File: src/rtl/cap_guard_pkg.sv
package cap_guard_pkg;

  typedef enum logic [1:0] {
    ACC_LOAD  = 2'd0,
    ACC_STORE = 2'd1,
    ACC_FETCH = 2'd2,
    ACC_RSVD  = 2'd3
  } acc_kind_e;

  typedef enum logic [2:0] {
    CAUSE_NONE = 3'd0,
    CAUSE_TAG  = 3'd1,
    CAUSE_SEAL = 3'd2,
    CAUSE_PERM = 3'd3,
    CAUSE_LEN  = 3'd4
  } cause_e;

  // Start of the access, kept one bit wider than an address so no carry is lost.
  function automatic logic [64:0] span_start(input logic [63:0] base,
                                             input logic [63:0] offset);
    return {1'b0, base} + {1'b0, offset};
  endfunction

  // First byte past the access; a zero size counts as one byte.
  function automatic logic [65:0] span_end(input logic [64:0] start,
                                           input logic [3:0]  size);
    logic [3:0] eff;
    eff = (size == 4'd0) ? 4'd1 : size;
    return {1'b0, start} + {62'd0, eff};
  endfunction

  // First byte past the region.
  function automatic logic [65:0] region_top(input logic [63:0] base,
                                             input logic [63:0] length);
    return {2'b00, base} + {2'b00, length};
  endfunction

endpackage

File: src/rtl/cg_perm_decode.sv
module cg_perm_decode
  import cap_guard_pkg::*;
#(
  parameter int PERM_W    = 31,
  parameter int LOAD_BIT  = 2,
  parameter int STORE_BIT = 3,
  parameter int FETCH_BIT = 1
) (
  input  logic [PERM_W-1:0] perms,
  input  acc_kind_e         kind,
  output logic              perm_ok
);

  logic [PERM_W-1:0] need_mask;

  always_comb begin
    need_mask = '0;
    unique case (kind)
      ACC_LOAD:  need_mask[LOAD_BIT]  = 1'b1;
      ACC_STORE: need_mask[STORE_BIT] = 1'b1;
      ACC_FETCH: need_mask[FETCH_BIT] = 1'b1;
      default:   need_mask            = '0;
    endcase
  end

  // An empty mask means the kind is reserved and never permitted.
  assign perm_ok = (need_mask != '0) && ((perms & need_mask) == need_mask);


  always_comb begin
    perm_mask_chk: assert ($countones(need_mask) <= 1);
  end

endmodule

File: src/rtl/cg_bounds_calc.sv
module cg_bounds_calc
  import cap_guard_pkg::*;
#(
  parameter int ADDR_W = 64,
  parameter int SIZE_W = 4
) (
  input  logic [ADDR_W-1:0] base,
  input  logic [ADDR_W-1:0] length,
  input  logic [ADDR_W-1:0] offset,
  input  logic [SIZE_W-1:0] size,
  output logic [ADDR_W-1:0] eff_addr,
  output logic              in_bounds
);

  logic [64:0] start_w;
  logic [65:0] end_w;
  logic [65:0] top_w;

  assign start_w   = span_start(base, offset);
  assign end_w     = span_end(start_w, size);
  assign top_w     = region_top(base, length);
  assign eff_addr  = start_w[ADDR_W-1:0];
  assign in_bounds = (end_w <= top_w);

  // an in-bounds span never covers a zero-length region
  always_comb begin
    nonempty_region_chk: assert (!(in_bounds && length == '0));
  end

endmodule

File: src/rtl/cg_cause_arb.sv
module cg_cause_arb
  import cap_guard_pkg::*;
(
  input  logic   tag_ok,
  input  logic   unsealed,
  input  logic   perm_ok,
  input  logic   in_bounds,
  output cause_e cause,
  output logic   allow
);

  logic [3:0] viol;
  logic [3:0] first_hit;

  assign viol = {~in_bounds, ~perm_ok, ~unsealed, ~tag_ok};

  // Lowest index has the highest priority.
  always_comb begin
    first_hit = '0;
    for (int i = 0; i < 4; i++) begin
      if (viol[i] && first_hit == '0) first_hit[i] = 1'b1;
    end
  end

  always_comb begin
    unique case (1'b1)
      first_hit[0]: cause = CAUSE_TAG;
      first_hit[1]: cause = CAUSE_SEAL;
      first_hit[2]: cause = CAUSE_PERM;
      first_hit[3]: cause = CAUSE_LEN;
      default:      cause = CAUSE_NONE;
    endcase
  end

  assign allow = (viol == '0);


  always_comb begin
    single_winner_chk: assert ($onehot0(first_hit));
  end

endmodule

File: src/rtl/cap_access_guard.sv
module cap_access_guard
  import cap_guard_pkg::*;
#(
  parameter int ADDR_W    = 64,
  parameter int PERM_W    = 31,
  parameter int SIZE_W    = 4,
  parameter int LOAD_BIT  = 2,
  parameter int STORE_BIT = 3,
  parameter int FETCH_BIT = 1
) (
  input  logic              clk,
  input  logic              rst_n,
  input  logic              req_valid,
  input  logic              cap_tag,
  input  logic              cap_sealed,
  input  logic [PERM_W-1:0] cap_perms,
  input  logic [ADDR_W-1:0] cap_base,
  input  logic [ADDR_W-1:0] cap_length,
  input  logic [ADDR_W-1:0] cap_offset,
  input  logic [1:0]        acc_kind,
  input  logic [SIZE_W-1:0] acc_size,
  output logic              rsp_valid,
  output logic              rsp_allow,
  output logic [2:0]        rsp_cause,
  output logic [ADDR_W-1:0] rsp_addr
);

  logic              perm_ok;
  logic              in_bounds;
  logic [ADDR_W-1:0] eff_addr;
  cause_e            cause_d;
  logic              allow_d;

  cg_perm_decode #(
    .PERM_W(PERM_W), .LOAD_BIT(LOAD_BIT),
    .STORE_BIT(STORE_BIT), .FETCH_BIT(FETCH_BIT)
  ) u_perm (
    .perms  (cap_perms),
    .kind   (acc_kind_e'(acc_kind)),
    .perm_ok(perm_ok)
  );

  cg_bounds_calc #(.ADDR_W(ADDR_W), .SIZE_W(SIZE_W)) u_bounds (
    .base     (cap_base),
    .length   (cap_length),
    .offset   (cap_offset),
    .size     (acc_size),
    .eff_addr (eff_addr),
    .in_bounds(in_bounds)
  );

  cg_cause_arb u_arb (
    .tag_ok   (cap_tag),
    .unsealed (~cap_sealed),
    .perm_ok  (perm_ok),
    .in_bounds(in_bounds),
    .cause    (cause_d),
    .allow    (allow_d)
  );

  always_ff @(posedge clk) begin
    if (!rst_n) begin
      rsp_valid <= 1'b0;
      rsp_allow <= 1'b0;
      rsp_cause <= 3'd0;
      rsp_addr  <= '0;
    end else begin
      rsp_valid <= req_valid;
      rsp_allow <= req_valid && allow_d;
      rsp_cause <= req_valid ? cause_d : CAUSE_NONE;
      rsp_addr  <= (req_valid && allow_d) ? eff_addr : '0;
    end
  end


  valid_timing_chk: assert property (@(posedge clk) disable iff (!rst_n)
    req_valid |=> rsp_valid);

  tag_cause_chk: assert property (@(posedge clk) disable iff (!rst_n)
    (req_valid && !cap_tag) |=> (rsp_cause == CAUSE_TAG && !rsp_allow));

  seal_cause_chk: assert property (@(posedge clk) disable iff (!rst_n)
    (req_valid && cap_tag && cap_sealed) |=> (rsp_cause == CAUSE_SEAL));

  allow_clean_chk: assert property (@(posedge clk) disable iff (!rst_n)
    rsp_allow |-> (rsp_cause == CAUSE_NONE && rsp_valid));

  deny_no_addr_chk: assert property (@(posedge clk) disable iff (!rst_n)
    !rsp_allow |-> (rsp_addr == '0));

endmodule

File: config.mk
export PLATFORM = sky130hd
export DESIGN_NAME = cap_access_guard
export DESIGN_NICKNAME = d
export VERILOG_FILES = /design/src/rtl/cap_guard_pkg.sv /design/src/rtl/cg_perm_decode.sv /design/src/rtl/cg_bounds_calc.sv /design/src/rtl/cg_cause_arb.sv /design/src/rtl/cap_access_guard.sv
export SDC_FILE = /design/constraint.sdc
export NUM_CORES = 1
export LEC_CHECK = 0
export BUFFER_PORTS_ARGS = -buffer_cell sky130_fd_sc_hd__buf_2
export CORE_MARGIN = 8
export CORE_UTILIZATION = 57
export CTS_BUF_LIST = sky130_fd_sc_hd__clkbuf_8
export CTS_CLUSTER_SIZE = 20
export DETAILED_ROUTE_END_ITERATION = 16
export GPL_TIMING_DRIVEN = 0
export HOLD_SLACK_MARGIN = 0.03
export PLACE_DENSITY = 0.84
export REMOVE_ABC_BUFFERS = 1
export SLEW_MARGIN = 30
export SYNTH_ARGS = -nofsm -noshare
export SYNTH_HDL_FRONTEND = slang
export SYNTH_SLANG_ARGS = --single-unit
File: constraint.sdc
create_clock -name clk -period 8.05 [get_ports clk]
set_input_delay 0.4025 -clock clk [delete_from_list [all_inputs] [get_ports clk]]
set_output_delay 0.4025 -clock clk [all_outputs]
set_load 0.02 [all_outputs]
==> After elaboration in Yosys (flattened, before gate mapping) <==
Index checks and enable logic that the tools add are counted.
{ "classes": {"addsub": 3, "multipliers": 0, "div_mod_pow": 0, "order_cmp": 1, "n_eq_ne": 3, "n_shift": 0, "n_mux": 9, "n_bitwise": 4, "reduce_logical": 13} }
{ "op_table": {"columns": ["cell", "n"], "rows": [
  ["64-bit by 64-bit adder with 65-bit output", 2],
  ["65-bit by 4-bit adder with 66-bit output", 1],
  ["66-bit less-or-equal comparator", 1],
  ["31-bit by 4-bit AND with 31-bit output", 1],
  ["31-bit by 4-bit equality test with 1-bit output", 1],
  ["31-bit nonzero test", 1],
  ["3-bit case mux with 4 select lines", 1],
  ["4-bit logical NOT", 2],
  ["1-bit two-way mux", 7],
  ["1-bit logical AND", 5],
  ["2-bit logical NOT", 2],
  ["4-bit two-way mux", 1],
  ["2-bit AND reduction", 2],
  ["3-bit logical NOT", 1],
  ["1-bit NOT", 3],
  ["2-bit by 1-bit equality test with 1-bit output (second input constant)", 1],
  ["2-bit equality test (second input constant)", 1]
]} }
{ "word_totals": {"reg_bits": 69, "latch_bits": 0, "mem_bits_rw": 0, "rom_bits": 0, "input_bits": 234, "output_inout_bits": 69, "elab_cells": 37, "n_memories": 0} }

==> Depth between registers and ports, before layout <==
{ "depth": {"depth_word": 12, "depth_mapped": 34, "mapped_depth_nobuf": 30} }

==> Modules after synthesis <==
From an unflattened synthesis, not the netlist that was laid out.
{ "hier_totals": {"cells_unflattened": 1805, "hier_area_um2": 13402.9} }
{ "modules_own_cells": {"columns": ["mod", "instances", "cells_per_inst", "area_per_inst_um2", "seq_area_each_um2"], "rows": [
  ["cg_bounds_calc", 1, 1635, 11252.0, 0.0],
  ["cap_access_guard", 1, 160, 2095.8, 1381.3],
  ["cg_cause_arb", 1, 7, 32.5, 0.0],
  ["cg_perm_decode", 1, 3, 22.5, 0.0]
]} }

==> Worst setup path after synthesis <==
Ideal clock, no wire load.
{ "synth_timing": {"path_kind": "input to register", "startpoint": "input cap_base[0]", "endpoint": "register rsp_addr[56]", "t_arrival_ps": 5932, "setup_slack_ps": 2040, "path_stages": 29, "cell_sequence": "ha_1 > fa_1 > a21oi_1 > a2bb2oi_2 > nor2b_1 > xnor2_2 > and4_1 > buf_2 > nand3_1 > nor4_2 > and2_1 > buf_6 > nand4_2 > or4_1 > buf_2 > nor4_4 > nand4_1 > xor2_1 > ha_1 > nand4_1 > nor2_1 > nand4_1 > nor3_1 > nand2_1 > o22ai_1 > a31oi_1 > a31o_2 > buf_4 > nor3_1"} }
{ "synth_between": {"elab_chain_len": 7, "word_cells_on_any_way": 8} }
{ "synth_rtl": {"columns": ["item", "line", "rtl"], "rows": [
  ["from (decl)", "cap_access_guard.sv:17", "input logic [ADDR_W-1:0] cap_base,"],
  ["64-bit by 64-bit adder with 65-bit output", "cap_guard_pkg.sv:21", "return {1'b0, base} + {1'b0, offset};"],
  ["65-bit by 4-bit adder with 66-bit output", "cap_guard_pkg.sv:29", "return {1'b0, start} + {62'd0, eff};"],
  ["66-bit less-or-equal comparator", "cg_bounds_calc.sv:23", "assign in_bounds = (end_w <= top_w);"],
  ["1-bit NOT", "cg_cause_arb.sv:15", "assign viol = {~in_bounds, ~perm_ok, ~unsealed, ~tag_ok};"],
  ["4-bit logical NOT", "cg_cause_arb.sv:35", "assign allow = (viol == '0);"],
  ["1-bit logical AND", "cap_access_guard.sv:71", "rsp_addr <= (req_valid && allow_d) ? eff_addr : '0;"],
  ["2-bit AND reduction (no line)", null, null],
  ["to (signal assigned)", "cap_access_guard.sv:71", null],
  ["to (decl)", "cap_access_guard.sv:25", "output logic [ADDR_W-1:0] rsp_addr"]
]} }
Parallel ways exist; a longest one is shown, timed or not.
A chain may end at the register's enable or synchronous reset.

==> Worst setup path in the final report <==
{ "layout_timing": {"startpoint": "input cap_base[0]", "endpoint": "register rsp_addr[24]"} }
Same word-level chain as after synthesis.

==> out/metrics.yaml <==
status: "complete, no violations"
ys_ff_latch: 69
avgSynthCellArea_um2: 7.57
synth_edf_count: 0
relSlewSlack_pct: 41.0
core-area_um2: 21600
wire_per_inst_um: 20.0
clkTransAtPathRegs_ns: 0.09
antenna_left: 0
dp_slack_ns: 0.123
min_to: "rsp_cause[1]"
cp_num_buf_inv: 1
grt_pass1_wl_um: 66900
portBuffers: 274
required_ns: 8.37
initial_core_util_pct: 57.7
start_kind: "primary input"
total_power_mw: 2.03
clockBufferDepth: 2
ctsResizeCount: 0
period_share_pct: 94.9
grt_pass1_vias: 13200
postSynthCellCount: 1647
die_width_um: 164
crit_fanout: 17
ios: 303
endpoint_kind: "flip-flop"
powerDensity_nw_per_um2: 144
hp-start: "cap_sealed"
drt_iter0_drc: 1159
ys_seq_area_share_pct: 11.1
ctsHtreeMaxLevel: 3
cts_tree: "built"
dr.pass1.iters: 7
fin_crit_ns: 7.64
drc: 0
gp_congestion: 0.990
dieArea_um2: 26900
netlist_area_um2: 12500
ys_types: 90
path_depth: 27
avgViaCountPerCell: 6.32
grt_use_total_pct: 30.6
postCtsSetupBuffers: 0
cts_made_buffers: 9
clockRootBuffer: "clkbuf_8"
core.rowCount: 54
crit_type: "in2reg"
grt_start_max_net_pins: 35
drt-total-wl_um: 43000
whs_path_depth: 3
crit_path_top_delay_cell: "a221oi_1"
ys_async_sr_fraction_pct: 0
filler_cell_count: 1964
grt_overflow: 0
cp_top_family: "compound AO/OA/AOI/OAI gates"
arrival_ns: 7.95
hold_viol: 0
finalSetupViolCount: 0
peakVddDrop_mv: 0.0787
die_y_um: 164
whs_ns: 0.316
cpMostUsedCell: "a21oi_1"
antenna_cells: 0
yosys_warnings: 0
fin_tns_setup_ns: 0
rsz0062_at_grt: "no"
drive_gt1_share_pct: 18.0
final_max_slew_viol_count: 0
maxCapViolations: 0
cts.sink_count: 69
area_growth_pct: 13.5
nets: 2304
leakage_nw: 6.86
worst_pin_slew_ns: 0.880
hold_buffers: 0
cpPeakStageDelay_ns: 0.60
antenna_found_initial: 1
hpwl_um: 35900
synth-main-ff-cell: "dfxtp_1"
hp-class: "in2reg"
vias: 13600
fin_ws_ns: 0.412
max_freq_mhz: 131
## cells in the mapped netlist, types with 7 or more instances
| library cell | instances | share of area, % |
|---|---|---|
| a211o_1 | 7 | 0.49 |
| a211oi_1 | 14 | 0.84 |
| a21o_1 | 110 | 6.6 |
| a21oi_1 | 160 | 6.4 |
| a31oi_1 | 10 | 0.50 |
| and2_1 | 10 | 0.50 |
| and3_1 | 53 | 2.7 |
| and4_1 | 8 | 0.56 |
| buf_2 | 20 | 0.80 |
| clkbuf_1 | 36 | 1.1 |
| dfxtp_1 | 69 | 11 |
| ha_1 | 197 | 20 |
| inv_1 | 26 | 0.78 |
| mux2i_1 | 7 | 0.56 |
| nand2_1 | 149 | 4.5 |
| nand2b_1 | 18 | 0.90 |
| nand3_1 | 41 | 1.6 |
| nand4_1 | 60 | 3.0 |
| nor2_1 | 119 | 3.6 |
| nor2b_1 | 35 | 1.8 |
| nor3_1 | 46 | 1.8 |
| nor4_1 | 8 | 0.40 |
| o21a_1 | 27 | 1.6 |
| o21ai_0 | 82 | 3.3 |
| o21bai_1 | 14 | 0.84 |
| o31ai_1 | 8 | 0.48 |
| or3_1 | 7 | 0.35 |
| xnor2_1 | 104 | 7.3 |
| xor2_1 | 72 | 5.1 |
## layout make-up
cell class / count / area [um^2] / area share (%)
Clock inverter: 7 / 72.6 / 0.513
Timing Repair Buffer: 275 / 1400 / 9.88
Inverter: 26 / 97.6 / 0.689
Clock buffer: 9 / 124 / 0.875
Sequential cell: 69 / 1380 / 9.76
Multi-Input combinational cell: 1489 / 10700 / 75.8
Tap cell: 280 / 350 / 2.47
## stage by stage
step / area (um^2) / std cells / utilization (%)
after floorplan: 12200 / 1583 / -
after global placement: 13900 / 2137 / 64.2
after detailed placement: 13900 / 2138 / 64.4
after CTS: 14100 / 2154 / 65.3
after global routing: 14200 / 2155 / 65.5
final: 14200 / 2155 / 65.5
## sequential cells by signal, indices dropped and copies added (netlist names)
name       flops
rsp_allow      1
rsp_addr      64
rsp_cause      3
rsp_valid      1
## cell families after synthesis
logic type      after synthesis  share of synthesized area (%)
fa+ha+maj                   200                           20.2
mux                           7                          0.562
flops                        69                           11.1
compound gates              507                           27.2
simple gates                595                           24.9
xor+xnor                    179                           12.8
buf+inv                      90                           3.24
## cell usage in the layout (no fill, tap or decap), types with 6 or more instances in the layout
master    Yosys  layout
a21o_1      110     110
o211ai_1      6       6
ha_1        197     197
or4_1         6       6
o21a_1       27      27
xnor2_1     104     104
nor2b_1      35      34
nand2b_1     18      18
buf_2        20     274
clkbuf_8      0       9
a31oi_1      10       9
nor4_1        8       8
o21ai_0      82      82
and2_1       10      10
a211oi_1     14      14
xor2_1       72      72
a21oi_1     160     160
nand4_1      60      60
inv_1        26      26
nand3_1      41      40
mux2i_1       7       7
nor2_1      119     119
o31ai_1       8       8
and3_1       53      53
o22ai_1       6       6
a211o_1       7       7
o21bai_1     14      14
or3_1         7       7
nand2_1     149     149
nor3_1       46      46
and4_1        8       8
dfxtp_1      69      69
## report_power, final
part / internal (mW) / switching, mW / leakage, nW
logic: 0.546 / 0.833 / 6.21
clock network: 0.144 / 0.161 / 0.0960
registers: 0.346 / 0.00152 / 0.557
total: 1.04 / 0.995 / 6.86
## routing by layer
metal,up-vias,track usage [%],wire length [um]
li1,6554,-,-
met1,6261,39.3,18400
met2,688,50.8,19600
met3,107,4.61,3630
met4,0,11.3,1410
met5,-,0,0
## worst max-delay path by stage
stage                startpoint           end  slack (ns)
finish              cap_base[0]  rsp_addr[24]        0.41
global route        cap_base[0]  rsp_addr[49]        0.03
CTS                 cap_base[0]  rsp_addr[53]        0.45
detailed placement  cap_base[0]  rsp_addr[39]        0.12
global placement    cap_base[0]  rsp_addr[39]        0.10
floorplan           cap_base[0]   rsp_addr[0]        1.91
(Power assumes the default switching activity.)
